===== config.mk =====
export PLATFORM = sky130hd
export DESIGN_NAME = adc_seq_ctrl
export DESIGN_NICKNAME = d
export VERILOG_FILES = /design/src/rtl/adc_seq_pkg.sv /design/src/rtl/adc_seq_cfg.sv /design/src/rtl/adc_seq_fsm.sv /design/src/rtl/adc_seq_results.sv /design/src/rtl/adc_seq_ctrl.sv
export SDC_FILE = /design/constraint.sdc
export NUM_CORES = 1
export LEC_CHECK = 0
export ABC_AREA = 0
export BUFFER_PORTS_ARGS = -buffer_cell sky130_fd_sc_hd__buf_2
export CORE_UTILIZATION = 55
export CTS_BUF_LIST = sky130_fd_sc_hd__clkbuf_4 sky130_fd_sc_hd__clkbuf_8 sky130_fd_sc_hd__clkbuf_16
export CTS_CLUSTER_SIZE = 25
export DETAILED_ROUTE_END_ITERATION = 7
export GPL_ROUTABILITY_DRIVEN = 1
export PLACE_DENSITY = 0.73
export SYNTH_ARGS = -nofsm -noshare
export SYNTH_HDL_FRONTEND = slang
export SYNTH_SLANG_ARGS = --single-unit

===== constraint.sdc =====
create_clock -name clk -period 4.7 [get_ports clk]
set_clock_uncertainty 0.2 [all_clocks]
set_input_delay 1.41 -clock clk [delete_from_list [all_inputs] [get_ports clk]]
set_output_delay 1.41 -clock clk [all_outputs]
set_load 0.01 [all_outputs]

===== src/rtl/adc_seq_pkg.sv =====
package adc_seq_pkg;

    typedef enum logic [1:0] {
        S_IDLE   = 2'd0,
        S_LAUNCH = 2'd1,
        S_WAIT   = 2'd2
    } seq_state_e;

    localparam logic [1:0] MODE_ONE  = 2'b00;
    localparam logic [1:0] MODE_SCAN = 2'b01;

endpackage


===== src/rtl/adc_seq_cfg.sv =====
module adc_seq_cfg
    import adc_seq_pkg::*;
#(
    parameter int CH_W = 4
) (
    input  logic            clk,
    input  logic            rst_n,
    input  logic            busy,
    input  logic            cfg_we,
    input  logic [1:0]      cfg_mode,
    input  logic [CH_W-1:0] cfg_last,
    input  logic            cfg_trig_en,
    input  logic            cfg_start,
    input  logic            tmr_uf,
    output logic [1:0]      mode_q,
    output logic [CH_W-1:0] last_q,
    output logic            load_chan,
    output logic            go,
    output logic [1:0]      go_mode
);

    logic trig_q;
    logic sw_go;
    logic tmr_go;
    logic mode_ok;

    // writes only land while idle
    assign load_chan = cfg_we && !busy;
    assign go_mode   = load_chan ? cfg_mode : mode_q;
    assign mode_ok   = (go_mode == MODE_ONE) || (go_mode == MODE_SCAN);
    assign sw_go     = load_chan && cfg_start && !cfg_trig_en;
    assign tmr_go    = !busy && tmr_uf && trig_q;
    assign go        = (sw_go || tmr_go) && mode_ok;

    always_ff @(posedge clk or negedge rst_n) begin
        if (!rst_n) begin
            mode_q <= MODE_ONE;
            last_q <= '0;
            trig_q <= 1'b0;
        end else if (load_chan) begin
            mode_q <= cfg_mode;
            last_q <= cfg_last;
            trig_q <= cfg_trig_en;
        end
    end

endmodule


===== src/rtl/adc_seq_fsm.sv =====
module adc_seq_fsm
    import adc_seq_pkg::*;
#(
    parameter int CH_W = 4
) (
    input  logic            clk,
    input  logic            rst_n,
    input  logic            go,
    input  logic [1:0]      go_mode,
    input  logic [1:0]      mode_q,
    input  logic [CH_W-1:0] last_q,
    input  logic            load_chan,
    input  logic [CH_W-1:0] cfg_chan,
    input  logic            conv_done,
    output logic            busy,
    output logic [CH_W-1:0] chan_q,
    output logic            conv_start,
    output logic            res_we,
    output logic            irq
);

    localparam logic [CH_W-1:0] CH_STEP = CH_W'(1);

    seq_state_e state_q, state_d;
    logic       is_final;

    assign is_final = (mode_q == MODE_ONE) || (chan_q == last_q);

    // state register
    always_ff @(posedge clk or negedge rst_n) begin
        if (!rst_n) state_q <= S_IDLE;
        else        state_q <= state_d;
    end

    // transitions
    always_comb begin
        state_d = state_q;
        unique case (state_q)
            S_IDLE:   if (go) state_d = S_LAUNCH;
            S_LAUNCH: state_d = S_WAIT;
            S_WAIT: begin
                if (conv_done) state_d = is_final ? S_IDLE : S_LAUNCH;
            end
            default:  state_d = S_IDLE;
        endcase
    end

    // outputs
    always_comb begin
        busy       = 1'b1;
        conv_start = 1'b0;
        res_we     = 1'b0;
        unique case (state_q)
            S_IDLE:   busy = 1'b0;
            S_LAUNCH: conv_start = 1'b1;
            S_WAIT:   res_we = conv_done;
            default:  busy = 1'b0;
        endcase
    end

    // channel field: programmed value or live scan counter
    always_ff @(posedge clk or negedge rst_n) begin
        if (!rst_n) begin
            chan_q <= '0;
        end else if (state_q == S_IDLE) begin
            if (go && go_mode == MODE_SCAN) chan_q <= '0;
            else if (load_chan)             chan_q <= cfg_chan;
        end else if (state_q == S_WAIT && conv_done) begin
            if (!is_final)                  chan_q <= chan_q + CH_STEP;
            else if (mode_q == MODE_SCAN)   chan_q <= '0;
        end
    end

    // end-of-operation pulse, aligned with busy falling
    always_ff @(posedge clk or negedge rst_n) begin
        if (!rst_n) irq <= 1'b0;
        else        irq <= (state_q == S_WAIT) && conv_done && is_final;
    end

endmodule


===== src/rtl/adc_seq_results.sv =====
module adc_seq_results #(
    parameter int CH_W  = 4,
    parameter int RES_W = 10
) (
    input  logic             clk,
    input  logic             rst_n,
    input  logic             we,
    input  logic [CH_W-1:0]  wr_idx,
    input  logic [RES_W-1:0] wr_data,
    input  logic [CH_W-1:0]  rd_idx,
    output logic [RES_W-1:0] rd_data
);

    localparam int NUM_CH = 1 << CH_W;

    logic [NUM_CH-1:0]            hit;
    logic [NUM_CH-1:0][RES_W-1:0] bank;

    for (genvar g = 0; g < NUM_CH; g++) begin : g_hit
        assign hit[g] = we && (wr_idx == CH_W'(g));
    end

    always_ff @(posedge clk or negedge rst_n) begin
        if (!rst_n) begin
            bank <= '0;
        end else begin
            for (int i = 0; i < NUM_CH; i++) begin
                if (hit[i]) bank[i] <= wr_data;
            end
        end
    end

    assign rd_data = bank[rd_idx];

endmodule


===== src/rtl/adc_seq_ctrl.sv =====
module adc_seq_ctrl
    import adc_seq_pkg::*;
#(
    parameter int CH_W  = 4,
    parameter int RES_W = 10
) (
    input  logic             clk,
    input  logic             rst_n,
    input  logic             cfg_we,
    input  logic [1:0]       cfg_mode,
    input  logic [CH_W-1:0]  cfg_chan,
    input  logic [CH_W-1:0]  cfg_last,
    input  logic             cfg_trig_en,
    input  logic             cfg_start,
    input  logic             tmr_uf,
    output logic             busy,
    output logic [CH_W-1:0]  cur_chan,
    output logic             conv_start,
    output logic [CH_W-1:0]  conv_chan,
    input  logic             conv_done,
    input  logic [RES_W-1:0] conv_data,
    output logic             irq,
    input  logic [CH_W-1:0]  rd_chan,
    output logic [RES_W-1:0] rd_data
);

    logic [1:0]      mode_q;
    logic [CH_W-1:0] last_q;
    logic            load_chan;
    logic            go;
    logic [1:0]      go_mode;
    logic [CH_W-1:0] chan_q;
    logic            res_we;

    adc_seq_cfg #(.CH_W(CH_W)) u_cfg (
        .clk        (clk),
        .rst_n      (rst_n),
        .busy       (busy),
        .cfg_we     (cfg_we),
        .cfg_mode   (cfg_mode),
        .cfg_last   (cfg_last),
        .cfg_trig_en(cfg_trig_en),
        .cfg_start  (cfg_start),
        .tmr_uf     (tmr_uf),
        .mode_q     (mode_q),
        .last_q     (last_q),
        .load_chan  (load_chan),
        .go         (go),
        .go_mode    (go_mode)
    );

    adc_seq_fsm #(.CH_W(CH_W)) u_fsm (
        .clk       (clk),
        .rst_n     (rst_n),
        .go        (go),
        .go_mode   (go_mode),
        .mode_q    (mode_q),
        .last_q    (last_q),
        .load_chan (load_chan),
        .cfg_chan  (cfg_chan),
        .conv_done (conv_done),
        .busy      (busy),
        .chan_q    (chan_q),
        .conv_start(conv_start),
        .res_we    (res_we),
        .irq       (irq)
    );

    adc_seq_results #(.CH_W(CH_W), .RES_W(RES_W)) u_res (
        .clk    (clk),
        .rst_n  (rst_n),
        .we     (res_we),
        .wr_idx (chan_q),
        .wr_data(conv_data),
        .rd_idx (rd_chan),
        .rd_data(rd_data)
    );

    assign cur_chan  = chan_q;
    assign conv_chan = chan_q;

endmodule


==> impl_metrics.json <==
{
  "setup_viol": 0,
  "status": "completed",
  "syn_area_per_cell_um2": 16.3,
  "cts_made_buffers": 17,
  "synth_cell_types": 36,
  "grt_pass1_vias": 4930,
  "synthArstFlopShare": 1.00,
  "critical_path.slowest_cell": "mux4_1",
  "cts_tree": "yes",
  "p_comb_frac": 0.270,
  "post-route-period-util": 0.984,
  "synth.area.top_cells": "dfrtp_1 53%, mux2_2 22%, mux4_2 12%, mux4_1 2.6%, mux2_1 1.7%",
  "hold_viol": 0,
  "drtAntennaViolNets": 0,
  "ys_ff_latch": 174,
  "switching_power_mw": 1.44,
  "dpl_worst_slack_ns": 0.0747,
  "syn_inst": 502,
  "powerDensity_mw_per_mm2": 561,
  "rsz0062_at_grt": "no",
  "dp_hpwl_um": 11400,
  "yosysSeqAreaShare": 0.534,
  "synthTopCellsByCount": "174 x dfrtp_1, 158 x mux2_2, 42 x mux4_2",
  "routabilityCongestion": 0.807,
  "port_buffers": 51,
  "pin_count": 52,
  "synth_top_flop_cell": "dfrtp_1",
  "path_common_cell": "buf_2",
  "yosysTopAreaCell": "dfrtp_1",
  "rows": 44,
  "max_stage_delay_ns": 0.58,
  "maxCapViolations": 0,
  "vdd_drop_max_uv": 315,
  "start_util": 0.563,
  "holdBufCountCts": 0,
  "yosysMostFrequentCell": "dfrtp_1",
  "area_growth_syn_to_layout_pct": 13.0,
  "start_kind": "primary input",
  "seqPwrFrac": 0.447,
  "final_max_slew_viol_count": 0,
  "dieArea_mm2": 0.0153,
  "die_x_um": 124,
  "final_core_util": 0.637,
  "clk_pin_slew_ns": 0.06,
  "viasPerCell": 6.11,
  "root_buffer": "clkbuf_16",
  "setup_ws_ns": 0.0767,
  "clockBufferDepth": 2,
  "p_int_mw": 3.73,
  "vias": 4559,
  "min_path_cells": 1,
  "grt_max_degree": 87,
  "tns_ns": 0,
  "multi_input_area_mm2": 0.00361,
  "clkPwrFrac": 0.283,
  "drt-initial-drc-count": 275,
  "syn_nets": 541,
  "synth_warnings": 0,
  "core_area_mm2": 0.0145,
  "total_power_mw": 5.17,
  "swShare": 0.279,
  "whs_ns": 0.291,
  "grt-ovfl-total": 0,
  "max_freq_ghz": 0.216,
  "seq_area_mm2": 0.00435,
  "routedWlPerCell_um": 23.9,
  "antenna_found_initial": 1,
  "grt_first_pass_wirelength_um": 28200,
  "die_h_um": 124,
  "leakage_nw": 4.48,
  "clkLatencyLatePin_ns": 0.43,
  "min_period_ns": 4.62,
  "worstPathMaxFanout": 17,
  "htree_levels": 4,
  "wirelength_um": 17800,
  "cts.repair.resized": 0,
  "worstPathRequired_ns": 3.09,
  "synth-edff-count": 0,
  "antenna_cells": 0,
  "fill_cells": 1034,
  "synth_area_mm2": 0.00816,
  "slew_headroom": 0.471,
  "drc": 0,
  "cts_setup_buffers": 0,
  "end_kind": "output port",
  "cts.sinks": 174,
  "worst-slew-pin-transition_ns": 0.793,
  "cp.arrival_ns": 3.01,
  "synth_top_area_share": 0.534,
  "criticalPathCategory": "in2out",
  "firstDrtPassIters": 4,
  "hp-class": "reg2reg",
  "nNetsFinal": 588,
  "drive_gt1_frac": 0.559,
  "r2r_cells": 7,
  "grt_usage": 0.258,
  "cp_cell_sequence": "buf_2, buf_12, mux4_1, mux4_2, buf_2"
}
-- cell type report --
class	instances	share of cell area
clock buffers	28	0.0599
clock inverters	4	0.00787
inverters	9	0.00366
multi-input cells	290	0.391
flip-flops and latches	174	0.472
well taps	184	0.0250
repair buffers	57	0.0400
-- path summary, 6_finish.rpt --
| check | to | from | slack (ns) |
|---|---|---|---|
| worst max-delay path | rd_data[4] | rd_chan[0] | 0.08 |
| worst min-delay path | u_res.bank[80] | u_res.bank[80] | 0.29 |
| worst max register to register | u_fsm.chan_q[2] | u_fsm.state_q[0] | 2.18 |
| worst min register to register | u_res.bank[80] | u_res.bank[80] | 0.29 |
| max in group asynchronous | u_cfg.mode_q[0] | rst_n | 2.58 |
| min in group asynchronous | u_res.bank[30] | rst_n | 0.84 |
-- critical path, delay by kind of cell --
family,cells,cell delay (ns)
buffers and inverters,3,0.54
multiplexers,2,1.06
-- flip-flops by register name, indices dropped and copies added, names as in the netlist --
register,flops
u_res.bank,160
u_cfg.last_q,4
u_fsm.chan_q,4
u_cfg.mode_q,2
u_fsm.state_q,2
u_cfg.trig_q,1
u_fsm.irq,1
-- cell families (layout without fill, tap and decap cells) --
group,Yosys count,after routing,synth area share
buffers and inverters,38,98,0.0242
muxes,220,220,0.376
DFF,174,174,0.534
adders and majority gates,8,8,0.0123
xor gates and xnor gates,4,4,0.00429
AOI/OAI and AO/OA,19,19,0.0173
and+or+nand+nor,39,39,0.0318
-- cell usage in the layout (no fill, tap or decap), types with 2 or more instances in the layout --
cell,count
a32oi_1,2
bufinv_16,2
nand3_1,2
clkbuf_4,4
ha_1,8
buf_2,50
nand2_1,5
o22ai_1,2
a21oi_1,6
dfrtp_1,174
mux2_2,158
nand2b_1,2
nand2_2,16
xnor2_1,4
nor2b_1,2
inv_1,9
clkbuf_16,17
o21ai_0,2
buf_12,5
nor2_1,2
mux4_1,8
mux4_2,42
mux2_1,12
nor3_4,3
nor3_1,2
clkbuf_8,7
a31oi_1,2
-- power groups by stage --
stage	Sequential, mW	Clock, mW	Combinational [mW]
global placement	2.30	0	1.34
CTS	2.31	1.48	1.41
detailed placement	2.33	0	1.40
global route	2.38	1.54	1.53
floorplan	2.22	0	1.11
finish	2.31	1.46	1.40
-- per-layer routing --
layer	track usage	share of wire	up-vias	wire, um
met5	0	0.00056	-	10
met4	0.0896	0.014	2	248
met3	0.0563	0.038	22	668
met2	0.401	0.48	98	8460
met1	0.361	0.47	2447	8410
li1	-	-	1990	-
-- metrics by stage --
step | std cells | area (um^2)
2_1_floorplan | 502 | 8160
3_3_place_gp | 714 | 8590
3_5_place_dp | 714 | 8590
4_1_cts | 746 | 9220
5_1_grt | 746 | 9220
6_report | 746 | 9220
No activity file was read; power rests on OpenSTA's default activity.
